### src/rtl/next_pc_sel.sv
module next_pc_sel #(
  parameter int XLEN  = 32,
  parameter int IMM_W = 16,
  parameter int JF_W  = 26
) (
  input  logic [XLEN-1:0]  pc_i,
  input  logic [IMM_W-1:0] br_imm_i,
  input  logic [JF_W-1:0]  jmp_field_i,
  input  logic [XLEN-1:0]  opa_i,
  input  logic [XLEN-1:0]  opb_i,
  input  logic             sel_beq_i,
  input  logic             sel_bne_i,
  input  logic             sel_jmp_i,
  output logic [XLEN-1:0]  npc_o
);

  localparam int REGION_W = XLEN - JF_W - 2;
  localparam int EXT_W    = XLEN - IMM_W - 2;
  localparam logic [XLEN-1:0] STEP = XLEN'(4);

  logic [XLEN-1:0] seq_addr;
  logic [XLEN-1:0] disp;
  logic [XLEN-1:0] br_addr;
  logic [XLEN-1:0] jmp_addr;
  logic            same;
  logic            take_br;

  assign seq_addr = pc_i + STEP;
  assign disp     = {{EXT_W{br_imm_i[IMM_W-1]}}, br_imm_i, 2'b00};
  assign br_addr  = seq_addr + disp;
  assign jmp_addr = {seq_addr[XLEN-1 -: REGION_W], jmp_field_i, 2'b00};
  assign same     = (opa_i == opb_i);
  assign take_br  = (sel_beq_i & same) | (sel_bne_i & ~same);

  always_comb begin
    if (sel_jmp_i)     npc_o = jmp_addr;
    else if (take_br)  npc_o = br_addr;
    else               npc_o = seq_addr;
  end

  always_comb begin
    if (!sel_jmp_i && !sel_beq_i && !sel_bne_i)
      p_fallthrough_r1: assert (npc_o == seq_addr);
    if (sel_jmp_i)
      p_jump_region_r5: assert (npc_o[XLEN-1 -: REGION_W] == seq_addr[XLEN-1 -: REGION_W]
                                && npc_o[1:0] == 2'b00);
    if (sel_jmp_i && (sel_beq_i || sel_bne_i))
      p_jump_wins_r6: assert (npc_o == jmp_addr);
    if (!sel_jmp_i && sel_beq_i && sel_bne_i)
      p_both_taken_r7: assert (npc_o == br_addr);
    if (!sel_jmp_i && take_br && (&br_imm_i))
      p_self_loop_r4: assert (npc_o == pc_i);
    if (!sel_jmp_i)
      p_low_bits_r2: assert (npc_o[1:0] == pc_i[1:0]);
  end

endmodule

### config.mk
export PLATFORM = sky130hd
export DESIGN_NAME = next_pc_sel
export DESIGN_NICKNAME = d
export VERILOG_FILES = /design/src/rtl/next_pc_sel.sv
export SDC_FILE = /design/constraint.sdc
export NUM_CORES = 1
export LEC_CHECK = 0
export ABC_CLOCK_PERIOD_IN_PS = 4250
export BUFFER_PORTS_ARGS = -buffer_cell sky130_fd_sc_hd__buf_4
export CAP_MARGIN = 0
export CORE_MARGIN = 5
export CORE_UTILIZATION = 48
export DETAILED_ROUTE_END_ITERATION = 8
export PLACE_DENSITY_LB_ADDON = 0.08
export SLEW_MARGIN = 25
export SYNTH_ARGS = -nofsm -noshare
export SYNTH_HDL_FRONTEND = slang
export SYNTH_SLANG_ARGS = --single-unit
### constraint.sdc
create_clock -name vclk -period 4.25
set_input_delay 0.425 -clock vclk [all_inputs]
set_output_delay 0.425 -clock vclk [all_outputs]
set_load 0.05 [all_outputs]
==> results.txt <==
----------------------------------------------------
[Global route]
  GR Overflow Total ... 0
  Global router's overall resource usage ... 25.5%
  Global-route wire length before repair ... 18300 microns
  Via count of the first global-routing pass ... 4013
  Initial antenna violation count ... 0
  Pin count of the biggest net entering global routing ... 26

[Yosys]
  Number of different library cells in the post-synthesis netlist ... 53
  Number of instances in the synthesized netlist ... 444
  Top cell types by occurrence after synthesis ... sky130_fd_sc_hd__xnor2_1, sky130_fd_sc_hd__nand2_1, sky130_fd_sc_hd__ha_1, sky130_fd_sc_hd__a21oi_1, sky130_fd_sc_hd__o21ai_0
  Synthesized netlist net count ... 623
  Largest cells by area after synthesis ... sky130_fd_sc_hd__xnor2_1, sky130_fd_sc_hd__ha_1, sky130_fd_sc_hd__xor2_1
  Library cell with the largest summed area after synthesis ... sky130_fd_sc_hd__xnor2_1
  Post-synthesis cell area ... 3140 sq um
  Mean Syn Cell Area ... 7.06 sq um
  Part of the Yosys area used for sequential elements ... 0%
  Yosys warning count ... 0
  Share of the synthesized area in the top cell type ... 17.6%
  Most instantiated library cell after synthesis ... sky130_fd_sc_hd__xnor2_1

[Critical path]
  Launching element type of the critical path ... primary input
  Total buffers and inverters traversed by the critical path ... 2
  Data required time of the critical path ... 3.83 ns
  Crit path max-delay family ... compound AO/OA/AOI/OAI gates
  Category of the most critical setup path ... primary input to primary output
  Kind of capture point of the worst setup path ... primary output
  Critical Path Max Stage Delay ... 0.36 ns
  Largest fanout on the critical path ... 7
  Cell at the slowest stage of the critical path ... sky130_fd_sc_hd__ha_1
  Cell Chain, Critical Path ... buf_4, and3_1, and3_1, and2_4, nand2_1, xnor2_1, ha_1, a21oi_2, o21ai_0, o21ba_1, a211oi_2, nor2b_1, and4_4, a2111oi_4, a21oi_1, a211oi_2, buf_6
  CP arrival ... 3.66 ns

[Die]
  Floorplan die width ... 90.8 microns
  Ports placed on the boundary ... 173
  Initial Util ... 49.4%
  Height of the chip ... 90.8 microns
  Core Box Area ... 6350 sq um
  Floorplan die area ... 8250 sq um
  Standard-cell row count ... 29

[Cells and area]
  Final instance area ... 4750 sq um
  Fraction of final layout cells with drive strength greater than 1 ... 38.7%
  Total of clock buffers placed in the layout ... 0
  Sequential cell area ... 0 sq um
  Post-layout nets ... 809
  FF+latch count ... 0
  Synth-to-Final Area Change ... 51.6%
  Number of inserted diodes ... 0
  Filler-free cell count of the finished design ... 705
  Number of inserted filler cells in the final layout ... 542

[Placement]
  Worst setup slack after placement ... 0.0276 ns
  Cell Count Post-Placement ... 701
  Final HPWL DP ... 9780 microns
  Final Wtd Congestion ... 0.886
  Placed standard-cell area ... 4640 sq um
  PortBufs ... 173

[Power and ir drop]
  Power density over the cells ... 160 nW/um^2
  Largest vdd supply drop ... 0.000134 V
  Power consumption ... 0.761 mW
  LEAKAGE ... 2.25 nW

[Min path]
  Hold depth ... 3
  Beginning of the worst hold path ... jmp_field_i[20]
  Worst Hold Class ... primary input to primary output
  Worst-case hold path end point ... npc_o[22]

[Routing]
  Post-detailed-route wirelength per cell ... 16.5 microns
  Number of vias after detailed routing ... 3975
  Antenna Nets Post-Route ... 0
  Routed Wire Length ... 11600 microns
  DRC errors left ... 0
  Via-to-Cell Ratio ... 5.64
  Violation count after the first detailed-route iteration ... 122
  First drt pass iteration count ... 5

[STA]
  Number of pins exceeding their max-slew limit in the final report ... 0
  Final Hold Vio Count ... 0
  Maximum achievable frequency ... 0.245 GHz
  Final setup violation count ... 0
  Portion of the clock cycle consumed by the worst path in the final layout ... 96.1%
  Slew margin rel. ... 41.0%
  Least-Margin Pin Slew ... 0.879 ns
  Post-layout worst setup margin ... 0.166 ns
  Worst hold slack across all endpoints ... 1.21 ns
  Shortest clock period the worst path allows after layout ... 4.08 ns

[Job]
  Max-cap violation count ... 0

[Outcome]
  Result of the run ... complete, no violations

[Clock tree]
  Hold buffer count at CTS ... 0

----------------------------------------------------
[metrics by stage]
step                      utilization, %  setup TNS, ns
after floorplan                        -              0
after global placement              73.0              0
after detailed placement            73.0              0
after CTS                           73.0              0
after global routing                74.9        -0.0464
final                               74.9              0
[worst max path at each step]
stage	start	to	slack (ns)	cells past startpoint
floorplan	pc_i[5]	npc_o[25]	0.05	16
global placement	pc_i[5]	npc_o[27]	0.08	18
detailed placement	pc_i[5]	npc_o[27]	0.03	18
CTS	pc_i[5]	npc_o[27]	0.02	18
global route	pc_i[5]	npc_o[27]	-0.03	18
finish	pc_i[5]	npc_o[27]	0.17	17
[logic make-up after synthesis]
logic type | synth area share [%]
buffers and inverters | 3.11
adder cells (fa/ha/maj) | 15.4
AO/OA/AOI/OAI | 27.8
XOR/XNOR | 24.6
multiplexers | 4.87
AND/OR/NAND/NOR | 24.3
[layer usage]
layer  GRT usage [%]  vias to the layer above  wire, microns
met5               0                        -              0
met4            4.65                        0            159
met3            1.75                       16            689
met2            48.8                      146           6280
met1            31.0                     1834           4520
li1                -                     1979              -
[area by class of cell]
cell class / count / area (sq um) / share of cell area [%]
Multi-Input combinational cell: 422 / 3140 / 66.1
Timing Repair Buffer: 196 / 1480 / 31.1
Tap cell: 77 / 96.3 / 2.03
Inverter: 10 / 37.5 / 0.790
[repair_timing]
| item | in CTS | in global routing |
|---|---|---|
| resized for setup | 0 | 19 |
| setup endpoints to repair | 0 | 8 |
| buffers inserted | 0 | 4 |
[power breakdown]
group          internal (mW)  total, mW  switching (mW)  leakage, nW
sequential                 0          0               0            0
combinational          0.338      0.761           0.422         2.25
clock                      0          0               0            0
[cell usage in the layout (no fill, tap or decap), types with 3 or more instances in the layout]
cell type                    n
sky130_fd_sc_hd__a211oi_2    3
sky130_fd_sc_hd__a21o_1      8
sky130_fd_sc_hd__a21oi_1    34
sky130_fd_sc_hd__a21oi_2     5
sky130_fd_sc_hd__a31oi_1     3
sky130_fd_sc_hd__and3_1     16
sky130_fd_sc_hd__buf_4     194
sky130_fd_sc_hd__ha_1       37
sky130_fd_sc_hd__inv_1       9
sky130_fd_sc_hd__mux2_2     10
sky130_fd_sc_hd__mux2i_1     3
sky130_fd_sc_hd__nand2_1    49
sky130_fd_sc_hd__nand2b_1    3
sky130_fd_sc_hd__nand3_1    15
sky130_fd_sc_hd__nand4_1    14
sky130_fd_sc_hd__nor2_1     30
sky130_fd_sc_hd__nor2b_1     4
sky130_fd_sc_hd__nor3_1      3
sky130_fd_sc_hd__nor4_1      5
sky130_fd_sc_hd__o211ai_1    5
sky130_fd_sc_hd__o21a_1      7
sky130_fd_sc_hd__o21ai_0    33
sky130_fd_sc_hd__o21bai_1    6
sky130_fd_sc_hd__or3_1       3
sky130_fd_sc_hd__xnor2_1    58
sky130_fd_sc_hd__xnor2_2     5
sky130_fd_sc_hd__xor2_1     24
(Power assumes the default switching activity.)
